### config.mk
export PLATFORM = sky130hd
export DESIGN_NAME = reset_cause_reg
export DESIGN_NICKNAME = d
export VERILOG_FILES = /design/src/rtl/rcs_pkg.sv /design/src/rtl/rcs_arbiter.sv /design/src/rtl/rcs_flag_rules.sv /design/src/rtl/rcs_pc_rules.sv /design/src/rtl/reset_cause_reg.sv
export SDC_FILE = /design/constraint.sdc
export NUM_CORES = 1
export LEC_CHECK = 0
export BUFFER_PORTS_ARGS = -buffer_cell sky130_fd_sc_hd__clkbuf_2
export CAP_MARGIN = 20
export CORE_ASPECT_RATIO = 1.2
export CORE_MARGIN = 3
export CORE_UTILIZATION = 50
export CTS_CLUSTER_SIZE = 30
export DETAILED_ROUTE_END_ITERATION = 10
export HOLD_SLACK_MARGIN = 0.06
export MAX_ROUTING_LAYER = met4
export PLACE_DENSITY = 0.92
export SLEW_MARGIN = 25
export SYNTH_ARGS = -nofsm -noshare
export SYNTH_HDL_FRONTEND = slang
export SYNTH_SLANG_ARGS = --single-unit
### constraint.sdc
create_clock -name clk -period 4.28 [get_ports clk]
set_clock_uncertainty 0.15 [all_clocks]
set_input_delay 0.214 -clock clk [delete_from_list [all_inputs] [get_ports clk]]
set_output_delay 0.214 -clock clk [all_outputs]
set_load 0.02 [all_outputs]
### src/rtl/rcs_pkg.sv
package rcs_pkg;

  localparam int NFLAG = 8;
  localparam int NSRC  = 9;

  localparam int FB_PON   = 0;
  localparam int FB_BRN   = 1;
  localparam int FB_PWR   = 2;
  localparam int FB_WDOG  = 3;
  localparam int FB_SW    = 4;
  localparam int FB_CFG   = 5;
  localparam int FB_FULL  = 6;
  localparam int FB_EMPTY = 7;

  localparam logic [NFLAG-1:0] PON_FLAGS =
    (NFLAG'(1) << FB_PWR) | (NFLAG'(1) << FB_WDOG) |
    (NFLAG'(1) << FB_SW)  | (NFLAG'(1) << FB_CFG);

  localparam logic [NFLAG-1:0] SW_WMASK =
    ~((NFLAG'(1) << FB_PWR) | (NFLAG'(1) << FB_WDOG));

  typedef enum logic [1:0] {
    PM_FULL  = 2'd0,
    PM_RUN   = 2'd1,
    PM_IDLE  = 2'd2,
    PM_SLEEP = 2'd3
  } pmode_e;

  // order of the non-idle values equals request priority order (index+1)
  typedef enum logic [3:0] {
    CZ_NONE  = 4'd0,
    CZ_PON   = 4'd1,
    CZ_BRN   = 4'd2,
    CZ_MCLR  = 4'd3,
    CZ_CFG   = 4'd4,
    CZ_FULL  = 4'd5,
    CZ_UNDER = 4'd6,
    CZ_WDOG  = 4'd7,
    CZ_SW    = 4'd8,
    CZ_IRQ   = 4'd9
  } cause_e;

  typedef struct packed {
    logic [NFLAG-1:0] set;
    logic [NFLAG-1:0] clr;
  } fmask_t;

endpackage

### src/rtl/rcs_arbiter.sv
module rcs_arbiter
  import rcs_pkg::*;
#(
  parameter int N = NSRC
) (
  input  logic         clk,
  input  logic         rst,
  input  logic [N-1:0] req,
  output logic [N-1:0] grant,
  output cause_e       cause
);

  logic [N:0] seen;
  assign seen[0] = 1'b0;

  generate
    for (genvar i = 0; i < N; i++) begin : g_pri
      assign seen[i+1] = seen[i] | req[i];
      assign grant[i]  = req[i] & ~seen[i];
    end
  endgenerate

  always_comb begin
    cause = CZ_NONE;
    for (int i = 0; i < N; i++) begin
      if (grant[i]) cause = cause_e'(4'(i + 1));
    end
  end

  assert_grant_onehot_R11: assert property (@(posedge clk) disable iff (rst)
    $onehot0(grant));

  assert_grant_when_req_R11: assert property (@(posedge clk) disable iff (rst)
    (|req) |-> (grant != '0));

endmodule

### src/rtl/rcs_flag_rules.sv
module rcs_flag_rules
  import rcs_pkg::*;
(
  input  cause_e      cause,
  input  logic [1:0]  pmode,
  input  logic        stk_en,
  output fmask_t      fm
);

  function automatic logic [NFLAG-1:0] b(input int pos);
    return NFLAG'(1) << pos;
  endfunction

  logic low_sleep;
  assign low_sleep = (pmode == PM_IDLE) || (pmode == PM_SLEEP);

  always_comb begin
    fm.set = '0;
    fm.clr = '0;
    unique case (cause)
      CZ_PON: begin
        fm.set = PON_FLAGS;
        fm.clr = ~PON_FLAGS;
      end
      CZ_BRN: begin
        fm.set = b(FB_PWR) | b(FB_WDOG) | b(FB_SW) | b(FB_CFG);
        fm.clr = b(FB_BRN);
      end
      CZ_MCLR: begin
        if (pmode == PM_RUN) fm.set = b(FB_WDOG);
        else if (low_sleep) begin
          fm.set = b(FB_WDOG);
          fm.clr = b(FB_PWR);
        end
      end
      CZ_CFG:   fm.clr = b(FB_CFG);
      CZ_FULL:  fm.set = stk_en ? b(FB_FULL) : '0;
      CZ_UNDER: fm.set = b(FB_EMPTY);
      CZ_WDOG:  fm.clr = low_sleep ? (b(FB_WDOG) | b(FB_PWR)) : b(FB_WDOG);
      CZ_SW:    fm.clr = b(FB_SW);
      CZ_IRQ:   fm.clr = b(FB_PWR);
      default: begin
        fm.set = '0;
        fm.clr = '0;
      end
    endcase
  end

endmodule

### src/rtl/rcs_pc_rules.sv
module rcs_pc_rules
  import rcs_pkg::*;
#(
  parameter int              PC_W   = 16,
  parameter logic [PC_W-1:0] VEC_HI = PC_W'(16'h0008),
  parameter logic [PC_W-1:0] VEC_LO = PC_W'(16'h0018)
) (
  input  cause_e          cause,
  input  logic [1:0]      pmode,
  input  logic            stk_en,
  input  logic [PC_W-1:0] pc_cur,
  input  logic            irq_hi,
  input  logic            gie_hi,
  input  logic            gie_lo,
  output logic [PC_W-1:0] pc_nxt,
  output logic            load,
  output logic            rst_req
);

  localparam logic [PC_W-1:0] STEP = PC_W'(2);

  logic low_sleep;
  logic [PC_W-1:0] pc_wake;
  assign low_sleep = (pmode == PM_IDLE) || (pmode == PM_SLEEP);
  assign pc_wake   = pc_cur + STEP;

  always_comb begin
    pc_nxt  = '0;
    load    = 1'b0;
    rst_req = 1'b0;
    unique case (cause)
      CZ_PON, CZ_BRN, CZ_MCLR, CZ_CFG, CZ_SW: begin
        load    = 1'b1;
        rst_req = 1'b1;
      end
      CZ_FULL, CZ_UNDER: begin
        load    = stk_en;
        rst_req = stk_en;
      end
      CZ_WDOG: begin
        load = 1'b1;
        if (low_sleep) pc_nxt = pc_wake;
        else           rst_req = 1'b1;
      end
      CZ_IRQ: begin
        load = 1'b1;
        if (gie_hi || gie_lo) pc_nxt = irq_hi ? VEC_HI : VEC_LO;
        else                  pc_nxt = pc_wake;
      end
      default: begin
        load    = 1'b0;
        rst_req = 1'b0;
      end
    endcase
  end

endmodule

### src/rtl/reset_cause_reg.sv
module reset_cause_reg
  import rcs_pkg::*;
#(
  parameter int PC_W = 16
) (
  input  logic            clk,
  input  logic            rst,
  input  logic [1:0]      pmode,
  input  logic            stk_rst_en,
  input  logic            ev_pon,
  input  logic            ev_brownout,
  input  logic            ev_mclr,
  input  logic            ev_cfg_err,
  input  logic            ev_stk_full,
  input  logic            ev_stk_under,
  input  logic            ev_wdog,
  input  logic            ev_swreset,
  input  logic            ev_irq_wake,
  input  logic            irq_hi,
  input  logic            gie_hi,
  input  logic            gie_lo,
  input  logic [PC_W-1:0] pc_cur,
  input  logic            sw_we,
  input  logic [7:0]      sw_wdata,
  output logic [7:0]      flags,
  output logic [PC_W-1:0] next_pc,
  output logic            pc_load,
  output logic            core_rst
);

  logic [NSRC-1:0] req;
  logic [NSRC-1:0] grant;
  cause_e          cause;
  fmask_t          fm;
  logic [PC_W-1:0] pc_nxt;
  logic            ld_nxt;
  logic            rr_nxt;
  logic            any_ev;

  // index 0 is the highest priority
  assign req = {
    ev_irq_wake & (pmode != PM_FULL),
    ev_swreset,
    ev_wdog,
    ev_stk_under,
    ev_stk_full & stk_rst_en,
    ev_cfg_err,
    ev_mclr,
    ev_brownout,
    ev_pon
  };

  rcs_arbiter #(.N(NSRC)) u_arb (
    .clk   (clk),
    .rst   (rst),
    .req   (req),
    .grant (grant),
    .cause (cause)
  );

  rcs_flag_rules u_flags (
    .cause  (cause),
    .pmode  (pmode),
    .stk_en (stk_rst_en),
    .fm     (fm)
  );

  rcs_pc_rules #(.PC_W(PC_W)) u_pc (
    .cause   (cause),
    .pmode   (pmode),
    .stk_en  (stk_rst_en),
    .pc_cur  (pc_cur),
    .irq_hi  (irq_hi),
    .gie_hi  (gie_hi),
    .gie_lo  (gie_lo),
    .pc_nxt  (pc_nxt),
    .load    (ld_nxt),
    .rst_req (rr_nxt)
  );

  assign any_ev = (cause != CZ_NONE);

  always_ff @(posedge clk) begin
    if (rst) begin
      flags    <= PON_FLAGS;
      next_pc  <= '0;
      pc_load  <= 1'b0;
      core_rst <= 1'b0;
    end else begin
      pc_load  <= ld_nxt;
      core_rst <= rr_nxt;
      if (ld_nxt) next_pc <= pc_nxt;
      if (any_ev)     flags <= (flags & ~fm.clr) | fm.set;
      else if (sw_we) flags <= (flags & ~SW_WMASK) | (sw_wdata & SW_WMASK);
    end
  end

  assert_pon_state_R1: assert property (@(posedge clk) disable iff (rst)
    $past(!rst && ev_pon) |-> (flags == PON_FLAGS && core_rst && next_pc == '0));

  assert_ro_bits_R12: assert property (@(posedge clk) disable iff (rst)
    $past(!rst && !any_ev) |-> ($stable(flags[FB_WDOG]) && $stable(flags[FB_PWR])));

  assert_rst_to_zero_R13: assert property (@(posedge clk) disable iff (rst)
    core_rst |-> (pc_load && next_pc == '0));

  assert_rst_needs_event_R13: assert property (@(posedge clk) disable iff (rst)
    core_rst |-> $past(any_ev));

  assert_irq_no_rst_R10: assert property (@(posedge clk) disable iff (rst)
    $past(!rst && cause == CZ_IRQ) |-> (!core_rst && pc_load));

endmodule

==> results of run 1 <==
[sequential cells by signal (all words and copies together), names as in the netlist]
signal	cells
core_rst	1
next_pc	16
flags	8
pc_load	1
[final cells by class]
cell class                      count  area, um2
Clock inverter                      1       30.0
Multi-Input combinational cell    139        952
Inverter                            4       15.0
Timing Repair Buffer               70        375
Fill cell                         236        906
Sequential cell                    26        520
Clock buffer                        3       22.5
Tap cell                           34       42.5
[what timing repair did]
action | 4_1_cts | 5_1_grt
setup buffers | 0 | 0
endpoints found under the hold margin | 4 | 0
hold buffers | 5 | 0
[routing by layer]
metal,GRT usage (%),up-vias,part of all wire (%)
met2,41.5,90,50
met4,11.3,0,2.6
met5,-,-,0
met1,25.7,752,39
li1,-,803,-
met3,2.71,14,7.8
[power groups by stage]
stage | Sequential [W] | Combinational [W] | Clock [W]
after global placement | 0.000251 | 0.0000817 | 0
after detailed placement | 0.000251 | 0.0000841 | 0
final | 0.000246 | 0.0000889 | 0.000169
after CTS | 0.000246 | 0.0000875 | 0.000170
after floorplan | 0.000254 | 0.0000434 | 0
after global routing | 0.000246 | 0.0000970 | 0.000179
[cells in the final DEF (no fill, tap or decap), types with 2 or more instances in the layout]
| master | netlist | routed |
|---|---|---|
| sky130_fd_sc_hd__dlygate4sd3_1 | 0 | 5 |
| sky130_fd_sc_hd__mux2_2 | 2 | 2 |
| sky130_fd_sc_hd__nand2_1 | 15 | 15 |
| sky130_fd_sc_hd__o21ai_0 | 4 | 4 |
| sky130_fd_sc_hd__nand3_1 | 9 | 9 |
| sky130_fd_sc_hd__nand4_1 | 6 | 6 |
| sky130_fd_sc_hd__a21o_2 | 3 | 3 |
| sky130_fd_sc_hd__and3_1 | 2 | 2 |
| sky130_fd_sc_hd__and4_1 | 2 | 2 |
| sky130_fd_sc_hd__a22o_1 | 14 | 14 |
| sky130_fd_sc_hd__a21o_1 | 3 | 3 |
| sky130_fd_sc_hd__or2_2 | 3 | 3 |
| sky130_fd_sc_hd__nor3_1 | 7 | 7 |
| sky130_fd_sc_hd__a31oi_1 | 2 | 2 |
| sky130_fd_sc_hd__clkbuf_2 | 1 | 65 |
| sky130_fd_sc_hd__dfxtp_1 | 26 | 26 |
| sky130_fd_sc_hd__inv_1 | 4 | 4 |
| sky130_fd_sc_hd__nor2_1 | 20 | 20 |
| sky130_fd_sc_hd__xnor2_1 | 10 | 10 |
| sky130_fd_sc_hd__xor2_1 | 3 | 3 |
| sky130_fd_sc_hd__a21oi_1 | 3 | 3 |
| sky130_fd_sc_hd__a211oi_1 | 3 | 3 |
| sky130_fd_sc_hd__clkbuf_4 | 0 | 3 |
[cells by family (layout without fill, tap and decap cells)]
group,count (synthesis),in the layout
and+or+nand+nor,72,72
muxes,3,3
DFF,26,26
buffers and inverters,12,78
AOI/OAI and AO/OA,50,50
adders and majority gates,1,1
xor gates and xnor gates,13,13
[worst max path at each step]
| stage | start | to | cells past startpoint |
|---|---|---|---|
| floorplan | ev_brownout | flags[2]$_SDFFE_PP1P_ | 6 |
| global placement | ev_pon | next_pc[14]$_SDFFE_PP0P_ | 6 |
| detailed placement | ev_pon | next_pc[6]$_SDFFE_PP0P_ | 6 |
| CTS | ev_brownout | next_pc[6]$_SDFFE_PP0P_ | 7 |
| global route | ev_brownout | next_pc[12]$_SDFFE_PP0P_ | 7 |
| finish | ev_brownout | next_pc[6]$_SDFFE_PP0P_ | 7 |
[stage by stage]
step                      power (W)  cell area (um2)  util [%]  std cells
after global routing       0.000522             1960      68.4        277
after detailed placement   0.000335             1860      64.8        268
after global placement     0.000333             1860      64.8        268
final                      0.000504             1960      68.4        277
after CTS                  0.000504             1960      68.4        277
after floorplan            0.000298             1540         -        177
[critical path: cells and delay by family]
family | cells | cell delay, ns
AOI/OAI and AO/OA | 1 | 0.24
buffers and inverters | 2 | 0.69
and+or+nand+nor | 4 | 1.65
==> results.md, run 1 <==
- The internal power is 0.000377 W.
- The number of nets in the synthesized netlist is 220.
- Setup violations remaining at the end of the flow were counted as 0.
- Counting flops with an async set or reset pin after synthesis yields a share of 0%.
- The worst reg-to-reg path cell count is 4.
- Among all flip-flop cells after synthesis, the most frequent one is sky130_fd_sc_hd__dfxtp_1.
- The count of vias placed by the detailed router is 1659.
- The worst setup path is captured at a register.
- The area of the mapped netlist is 1540 um2.
- Combinational logic burns 17.6% of the power.
- The startpoint of the lowest-slack hold path is irq_hi.
- Once the floorplan was initialized, standard cells occupied 53.8% of the core.
- Once the clock tree was built, the resizer swapped 0 gates to a different size.
- The final clock period utilization by the worst path is 62.4%.
- For the pin with the worst max-slew slack, the measured transition is 0.819 ns.
- In this run the remaining antenna-violating nets after routing total 0.
- The share of final-layout standard cells stronger than drive strength 1 is 34.6%.
- The floorplan die area is 3790 um2.
- Measured against the total synthesized area, the mux share comes to 2.11%.
- The power spent charging and discharging nets is 0.000127 W.
- The worst-case IR drop observed on VDD is 0.000211 V.
- The hold violation count in the final report was 0.
- The proportion of netlist area held by the largest area contributor is 33.8%.
- The slowest library cell on the worst path is sky130_fd_sc_hd__nor2_1.
- For this design the ratio of total power to cell area is 257 nW/um2.
- The number of maximum-capacitance constraint violations is 0.
- Routability-driven placement finished with a final weighted congestion of 0.896.
- The data required time at the worst endpoint is 4.40 ns.
- Entering global routing, the biggest net connects 16 pins.
- The min-delay analysis places its worst path in the category input pin to register.
- The total count of max-transition violations in the final report is 0.
- The hold path endpoint is next_pc[4]$_SDFFE_PP0P_.
- The wire length per cell is 15.3 um.
- The most common cell in the synthesized netlist is sky130_fd_sc_hd__dfxtp_1.
- Summing the areas of all fa, ha and maj instances in the mapped netlist gives 0.812% of the synthesized area.
- The largest family of logic cells by synthesized area is compound AO/OA/AOI/OAI gates.
- The flip-flop and latch count after synthesis is 26.
- The clock network fraction of design power is 33.6%.
- At the worst endpoint, the arrival time is 2.79 ns.
- The post-synthesis area per instance is 8.71 um2.
- The region available for standard cell placement spans 2860 um2.
- In this run the critical register-to-register path is launched from flags[1]$_SDFFE_PP0P_.
- The worst pin sits at a relative slew slack of 45.2%.
- The initial antenna violation count is 0.
- After synthesis, the most frequently instantiated cells are sky130_fd_sc_hd__dfxtp_1, sky130_fd_sc_hd__nor2_1, sky130_fd_sc_hd__nand2_1.
- Setup repair after global routing left no endpoint under its margin.
- In this run, CTS created clock tree buffers numbering 3.
- The routed design has 4240 um of wire.
- The number of placement rows is 21.
- Sorting the synthesized cells by area gives the leading types as sky130_fd_sc_hd__dfxtp_1, sky130_fd_sc_hd__a22o_1, sky130_fd_sc_hd__xnor2_1.
- The kind of start point of the critical path is an input pin.
- The shortest period the worst path allows is 2.67 ns.
- The port buffer count is 65.
- TritonCTS built the clock tree.
- The DRC violations left is 0.
- The number of clock sinks seen by CTS is 26.
- The number of ports placed on the die boundary is 68.
- The share of synthesized area occupied by flip-flops and latches is 33.8%.
- The final layout contains 287 nets.
- The delay of the slowest cell on the worst path is 0.65 ns.
- The first global-routing pass estimated 6830 um of wire.
- The area growth from synthesis to layout is 27.0%.
- Summed over all nets, the half-perimeter wirelength after detailed placement is 3290 um.
- Walking the worst path, the cells encountered are dlygate4sd3_1, clkbuf_2, or3_1, nor3_4, nand2_1, nor2_1, a22o_1.
- The number of antenna diodes in the final layout is 0.
- After routing, the total negative slack on setup checks comes to 0 ns.
- The xor and xnor area share after synthesis is 7.39%.
- The floorplan die width is 56.7 um.
- Global routing used 23.3% of the available tracks across all layers.
- The buffer levels on the longest clock path is 2.
- The minimum hold slack is 0.0674 ns.
- The cell count after synthesis came out at 177.
- Of all cell types, the one taking the most synthesized area is sky130_fd_sc_hd__dfxtp_1.
- The number of enable flip-flop cells after synthesis is 0.
- During synthesis, Yosys emitted a total of 0 warnings.
- The terminus of the critical flop-to-flop path is flags[1]$_SDFFE_PP0P_.
- Across all setup checks in the final design, the least slack found is 1.61 ns.
- The worst setup slack before clock tree synthesis is 1.79 ns.
- The number of distinct library cells after synthesis is 52.
- The synthesized-area fraction occupied by ao, oa, aoi and oai cells is 27.6%.
- The share of power burned in registers is 48.8%.
- In this run the number of H-tree levels came out at 1.
- The via count of the first global-routing pass came to 1590.
- The net switching share of the total power is 25.3%.
- The vias per cell is 5.99.
- By startpoint and endpoint, the worst setup path is classified as input pin to register.
- The slack of the worst reg-to-reg path is 2.90 ns.
- Of all nets on the critical path, the largest fanout is 13.
- The standby leakage power is 0.848 nW.
- The total overflow left after global routing is 0.
- The pre-antenna-repair detailed-routing pass consisted of 4 iterations.
- The DRC marker count from the first detailed-route iteration is 80.
- The worst hold path stage count is 3.
- The clock slew at the register clock pins of the worst setup and hold paths is 0.15 ns.
- Measured along the y axis, the die boundary spans 66.8 um.
- Of the total synthesized cell area, the portion taken by AND, OR, NAND and NOR gates is 23.9%.
- The clock reaches the later pin of the worst-skew pair after 0.32 ns.
- The run finished with clean final reports.
- The cell chosen for the clock root is sky130_fd_sc_hd__clkbuf_4.
- Timing would allow up to 0.374 GHz.
No activity file was read; power rests on OpenSTA's default activity.
==> inputs of run 2 (changes only) <==
Settings changed: CORE_UTILIZATION 50 to 47, PLACE_DENSITY 0.92 to 0.88.
Clock period 4.28 ns to 2.6 ns, I/O delays scaled along.
==> run 2 against run 1 <==
Sequential share of layout area down 2.4 points. Global-route usage up 3.2 points. Clock power barely moved. Via count is 7.4% higher. Sequential power rose by 64%. Die area rose by 5.8%. Combinational power grew 96%.
==> results.md, run 2 (synthesized netlist as in run 1, its figures left out) <==
- The path length in cells of the critical path is 8.
- The wire length of the first global-routing pass is 7780 um.
- No sink is reached through more buffers than the 2 on the longest clock path.
- The initial standard-cell utilization of the core is 49.6%.
- The worst setup path startpoint is pmode[1].
- The standby leakage power is 0.933 nW.
- The initial antenna violation count is 0.
- The largest registers in the layout are next_pc x16, flags x8.
- Headroom to the max-slew limit came out at 63.1%.
- Relative to the synthesized area, the layout overhead comes to 39.9%.
- TritonCTS built the clock tree.
- The flow ran to the end, and the final reports show no timing, DRC or antenna violations.
- The combinational power share is 23.3%.
- The wire length after detailed routing is 4910 um.
- The element type at the critical path end is a register.
- The endpoint of the most critical setup path is next_pc[2]$_SDFFE_PP0P_.
- The via count of the first global-routing pass is 1711.
- The total power is 0.000744 W.
- The setup path with the least slack is of type input pin to register.
- The worst path in the final design needs a cycle of 2.39 ns, including I/O delays and setup.
- The most common library cell in the layout ignoring fill and taps is sky130_fd_sc_hd__clkbuf_2.
- The startpoint of the lowest-slack hold path is pc_cur[4].
- The cell chosen for the clock root is sky130_fd_sc_hd__clkbuf_4.
- The data arrival time of the critical path is 2.50 ns.
- The HPWL reported at the end of detailed placement is 3120 um.
- The terminus of the critical flop-to-flop path is flags[1]$_SDFFE_PP0P_.
- Max-cap violations in this run came to 0.
- The final route contains 1781 vias.
- For the worst flop-to-flop path, the logic depth is 4.
- The count of nets left with antenna violations once routing finished came out at 0.
- The register with the most flip-flops in the layout has 16 of them.
- The number of H-tree levels is 1.
- In this run switching power makes up 27.5% of total power.
- The number of placement rows is 22.
- The transition at the pin with the smallest max-transition slack is 0.548 ns.
- Entering global routing, the biggest net connects 15 pins.
- The number of setup buffers added after CTS is 0.
- Across every metal layer, demand over resource in global routing totals 26.4%.
- The DRC marker count from the first detailed-route iteration is 79.
- In this run the power density over the cells is 345 nW/um2.
- Walking the worst path, the cells encountered are dlygate4sd3_1, clkbuf_2, o21ai_0, nand3_1, a21o_2, nor2_2, buf_4, a22o_1.
- The TritonCTS buffer count is 3.
- The tree built by TritonCTS fans out to 26 sinks.
- The data required time at the worst endpoint is 2.72 ns.
- The power spent charging and discharging nets is 0.000205 W.
- The slack of the worst reg-to-reg path is 1.20 ns.
- The final weighted congestion of routability-driven global placement is 0.948.
- The storage element area is 520 um2.
- Along the worst path, the maximum fanout reaches 8.
- The later-pin clock latency in the skew report is 0.32 ns.
- After global routing the overflow that remains totals 0.
- In this run, flip-flops and latches consume 54.3% of the power.
- The final antenna diode count is 0.
- The wire length per cell is 16.3 um.
- The worst-case vdd ir drop is 0.000277 V.
- The number of ports placed on the die boundary is 68.
- In the layout the commonest cells are sky130_fd_sc_hd__clkbuf_2, sky130_fd_sc_hd__dfxtp_1, sky130_fd_sc_hd__dlygate4sd3_1.
- Gates resized during post-CTS repair numbered 0.
- Dividing the detail-routed via count by the number of cells gives 5.92.
- The pre-antenna-repair detailed-routing pass consisted of 4 iterations.
- For the final routed database, the setup TNS stands at 0 ns.
- The core footprint is 3110 um2.
- The number of nets at the end of the flow is 310.
- For this design, the CTS-stage hold fixing added 26 buffers.
- The count of fill cells added during filler insertion is 240.
- The DRC violations left is 0.
- The hold violation count in the final report is 0.
- The combined buffer and inverter count along the critical path is 3.
- The share of final-layout standard cells stronger than drive strength 1 is 32.1%.
- The total count of max-transition violations in the final report is 0.
- The clock network accounts for 22.3% of the total power.
- The slowest library cell on the worst path is sky130_fd_sc_hd__dlygate4sd3_1.
- The port buffer count is 65.
- The peak clock frequency supported by timing is 0.418 GHz.
- Setup repair after global routing left no endpoint under its margin.
- The classification of the worst-slack hold path is input pin to register.
- The delay of the slowest cell on the worst path is 0.54 ns.
- Ranked by flip-flop count, first place goes to next_pc.
- In the final layout, the multi-input gates occupy 952 um2.
- The largest delay contributor family on the critical path is buffers and inverters.
- The floorplan die width is 58.3 um.
- Final hold analysis gives a worst-case slack of 0.110 ns.
- In this run the vertical extent of the chip is 68.7 um.
- After clock tree synthesis, the clock-pin slew on the worst setup and hold paths is 0.13 ns.
- The final clock period utilization by the worst path is 91.9%.
- The post-route core utilization is 69.3%.
- The internal power of the cells totals 0.000540 W.
- The die covers 4010 um2.
- Setup violations remaining at the end of the flow were counted as 0.
- The worst setup path is launched from an input pin.
- The startpoint identified for the worst register-to-register timing path is flags[1]$_SDFFE_PP0P_.
## run 2: layer usage
metal  up-vias  routed length [um]  track usage, %
li1        850                   -               -
met3        23                 363            3.72
met2       103                2470            46.6
met5         -                   0               -
met4         0                 246            17.7
met1       805                1820            27.2
## run 2: how the worst min path moves through the flow
stage / end / depth (start not counted)
3_3_place_gp: next_pc[0]$_SDFFE_PP0P_ / 2
2_1_floorplan: next_pc[1]$_SDFFE_PP0P_ / 1
4_1_cts: next_pc[5]$_SDFFE_PP0P_ / 4
3_5_place_dp: next_pc[0]$_SDFFE_PP0P_ / 2
5_1_grt: flags[1]$_SDFFE_PP0P_ / 3
6_report: next_pc[5]$_SDFFE_PP0P_ / 4
## run 2: metrics by stage
stage	std cells	area (um2)	worst slack [ns]
CTS	301	2160	0.253
detailed placement	272	1870	0.457
global placement	272	1870	0.472
finish	301	2160	0.210
global route	301	2160	0.0469
floorplan	177	1540	0.811
## run 2: layout make-up
cell class                 count  area share (%)
clock buffer                   3            1.04
inverter                       4           0.696
tap                           36            2.09
timing repair buffer          93            27.9
sequential                    26            24.1
multi-input combinational    139            44.2
## run 2: worst reg2reg max path, cell delays in order, from the launching register on
cell and delay (ns):
sky130_fd_sc_hd__dfxtp_1 0.41, sky130_fd_sc_hd__mux2i_1 0.10, sky130_fd_sc_hd__a21oi_1 0.10, sky130_fd_sc_hd__or4b_1 0.44, sky130_fd_sc_hd__a31oi_1 0.14
## run 2: power by group through the flow
| stage | registers [W] | logic, W | clock network, W |
|---|---|---|---|
| after floorplan | 0.000419 | 0.0000714 | 0 |
| after global placement | 0.000413 | 0.000135 | 0 |
| after detailed placement | 0.000413 | 0.000137 | 0 |
| after CTS | 0.000405 | 0.000167 | 0.000174 |
| after global routing | 0.000405 | 0.000189 | 0.000186 |
| final | 0.000404 | 0.000174 | 0.000166 |
==> inputs of run 3 (changes only) <==
Settings changed: BUFFER_PORTS_ARGS -buffer_cell sky130_fd_sc_hd__clkbuf_2 to default, CAP_MARGIN 20 to default, CORE_UTILIZATION 47 to 60, DONT_BUFFER_PORTS from default to 1, PLACE_DENSITY 0.88 to 0.84.
==> run 3 against run 2 <==
Utilization rose by 16 points. Die area shrank 20%. Worst hold slack got worse by 0.012 ns. Critical path depth shrank 1. Clock power is 68% higher. Register-to-register slack got worse by 0.75 ns. Setup slack got worse by 0.13 ns. Final area fell by 6.0%. Routed wire length decreased by 2.0%. Largest cell class unchanged.
==> results.md, run 3 (synthesized netlist as in run 1, its figures left out) <==
- The share of total power dissipated in the clock network is 33.7%.
- The worst setup path is of the input pin to register kind.
- TritonCTS built the clock tree.
- Setup violations remaining at the end of the flow were counted as 0.
- The initialized floorplan defines 19 standard-cell rows.
- The via count of the first global-routing pass was 1688.
- Combinational logic is responsible for 16.8% of the overall power.
- Per report_power, the sequential group accounts for 49.6% of the total.
- The wire length of the first global-routing pass is 7710 um.
- The final clock period utilization by the worst path is 96.8%.
- The internal power is 0.000635 W.
- The worst hold path begins at ev_wdog.
- The worst register-to-register path ends at flags[1]$_SDFFE_PP0P_.
- The worst register-to-register path begins at flags[1]$_SDFFE_PP0P_.
- STA puts the critical path data arrival time at 2.63 ns.
- For this design, the sink count on the clock tree is 26.
- The worst-path maximum fanout is 5.
- The initial antenna violation count came to 0.
- In this run the number of H-tree levels came out at 1.
- After detailed routing, the total wire length is 4810 um.
- The final weighted congestion of routability-driven global placement is 0.860.
- The register name with the most flops is next_pc.
- Static timing analysis puts the maximum clock frequency at 0.397 GHz.
- The initial utilization of the core area, before any placement, comes to 64.8%.
- The minimum hold slack is 0.0983 ns.
- The wire length per cell is 19.3 um.
- The number of flip-flops under the largest register name is 16.
- Setup slack on the worst reg-to-reg path comes out at 0.45 ns.
- Counting instances, the worst hold path has a depth of 4.
- The worst relative slew slack is 62.2%.
- The number of maximum-capacitance constraint violations is 0.
- In the routed design, unresolved DRC markers number 0.
- The pin count of the biggest net entering global routing is 16.
- The transition at the pin with the smallest max-transition slack is 0.562 ns.
- The clock slew at the register clock pins of the worst setup and hold paths is 0.14 ns.
- In the global route stage, met2 resource usage came out at 58.9%.
- The overflow left after global routing is 0.
- The final antenna diode count is 0.
- The worst setup path is captured at a register.
- The analysis attributes to cell leakage a power of 0.733 nW.
- The HPWL reported at the end of detailed placement is 3030 um.
- The port buffer count is 0.
- Summed over all failing endpoints, the final setup total negative slack is 0 ns.
- The total count of max-transition violations in the final report came to 0.
- The hold violation count in the final report came to 0.
- The count of nets left with antenna violations after detail routing is 0.
- VDD sags by at most 0.000427 V.
- The met1 track utilization from global routing is 32.8%.
- The cell chosen for the clock root is sky130_fd_sc_hd__clkbuf_4.
- The top cell types in the final layout, fill and taps aside, are sky130_fd_sc_hd__dlygate4sd3_1, sky130_fd_sc_hd__dfxtp_1, sky130_fd_sc_hd__nor2_1.
- The core region is 2380 um2.
- met2 is the most crowded layer.
- Global routing used 33.0% of the available tracks across all layers.
- The area growth from synthesis to layout is 31.5%.
- The worst setup path is launched from an input pin.
- The net switching share of the total power is 23.3%.
- For this design the ratio of total power to cell area is 409 nW/um2.
- At the later pin of the worst-skew pair, clock insertion delay measures 0.32 ns.
- The power spent charging and discharging nets is 0.000193 W.
- The detailed router finished its first iteration with 91 violations.
- The vias per cell is 6.64.
- The shortest period the worst path allows is 2.52 ns.
- The library cell used most frequently in the layout, excluding fill and tap cells, is sky130_fd_sc_hd__dlygate4sd3_1.
- The largest registers in the layout are next_pc x16, flags x8.
- The run finished with clean final reports.
- During I/O placement, the number of pins put on the boundary was 68.
- The floorplan die area is 3220 um2.
- The hold path endpoint is flags[0]$_SDFFE_PP0P_.
- The total iterations of the first detailed-routing run is 4.
- The buffer levels on the longest clock path is 2.
- The post-CTS setup buffer count is 0.
- The met3 demand-to-capacity share in global routing is 7.75%.
- Buffers inserted during clock tree synthesis total 3.
- The classification of the worst-slack hold path is input pin to register.
- Setup repair after global routing left no endpoint under its margin.
- The count of vias placed by the detailed router is 1654.
- The share of final-layout standard cells stronger than drive strength 1 is 9.17%.
- The worst reg-to-reg path cell count is 5.
- The floorplan die width is 52.3 um.
- Data on the critical path is required at its endpoint by 2.71 ns.
- The floorplan step set the die height to 61.5 um.
- The number of nets at the end of the flow is 262.
[run 3: per-layer routing]
| metal | routed length [um] | share of wire (%) |
|---|---|---|
| met5 | 0 | 0 |
| met1 | 1710 | 36 |
| met4 | 172 | 3.6 |
| met3 | 451 | 9.4 |
| met2 | 2470 | 51 |
[run 3: layout make-up]
cell class,count,area (um2)
clock buffers,3,22.5
well taps,31,38.8
repair buffers,45,448
inverters,4,15.0
fillers,140,350
multi-input cells,139,952
flip-flops and latches,26,520
clock inverters,1,30.0
[run 3: worst max-delay path, stage by stage]
cell	delay [ns]
sky130_fd_sc_hd__dlygate4sd3_1	0.65
sky130_fd_sc_hd__a2111oi_4	0.34
sky130_fd_sc_hd__a31oi_1	0.17
sky130_fd_sc_hd__a21oi_1	0.16
sky130_fd_sc_hd__or4b_1	0.45
sky130_fd_sc_hd__dlygate4sd3_1	0.58
sky130_fd_sc_hd__a31oi_1	0.13
[run 3: through the flow]
step | cell area (um2) | util [%] | cells | setup WS (ns) | total power, W
after floorplan | 1540 | - | 177 | 0.811 | 0.000490
after global placement | 1530 | 64.5 | 201 | 0.640 | 0.000490
after detailed placement | 1530 | 64.5 | 201 | 0.591 | 0.000492
after CTS | 2030 | 85.3 | 249 | 0.0696 | 0.000828
after global routing | 2030 | 85.3 | 249 | 0.0120 | 0.000858
final | 2030 | 85.3 | 249 | 0.0829 | 0.000828
[run 3: repair_timing]
item,CTS,global route
hold buffers,44,0
resized for setup,0,0
hold endpoints to repair,26,0
endpoints found under the setup margin,0,4
[run 3: worst max path at each step]
stage	from	end
floorplan	ev_brownout	flags[2]$_SDFFE_PP1P_
global placement	ev_brownout	flags[2]$_SDFFE_PP1P_
finish	ev_stk_under	flags[1]$_SDFFE_PP0P_
detailed placement	pmode[1]	next_pc[12]$_SDFFE_PP0P_
CTS	ev_stk_under	flags[1]$_SDFFE_PP0P_
global route	ev_stk_under	flags[1]$_SDFFE_PP0P_
[run 3: power by group through the flow]
| stage | sequential (W) | combinational (W) | clock, W |
|---|---|---|---|
| 6_report | 0.000411 | 0.000139 | 0.000279 |
| 2_1_floorplan | 0.000419 | 0.0000714 | 0 |
| 3_3_place_gp | 0.000419 | 0.0000711 | 0 |
| 4_1_cts | 0.000411 | 0.000133 | 0.000284 |
| 3_5_place_dp | 0.000419 | 0.0000727 | 0 |
| 5_1_grt | 0.000411 | 0.000150 | 0.000296 |
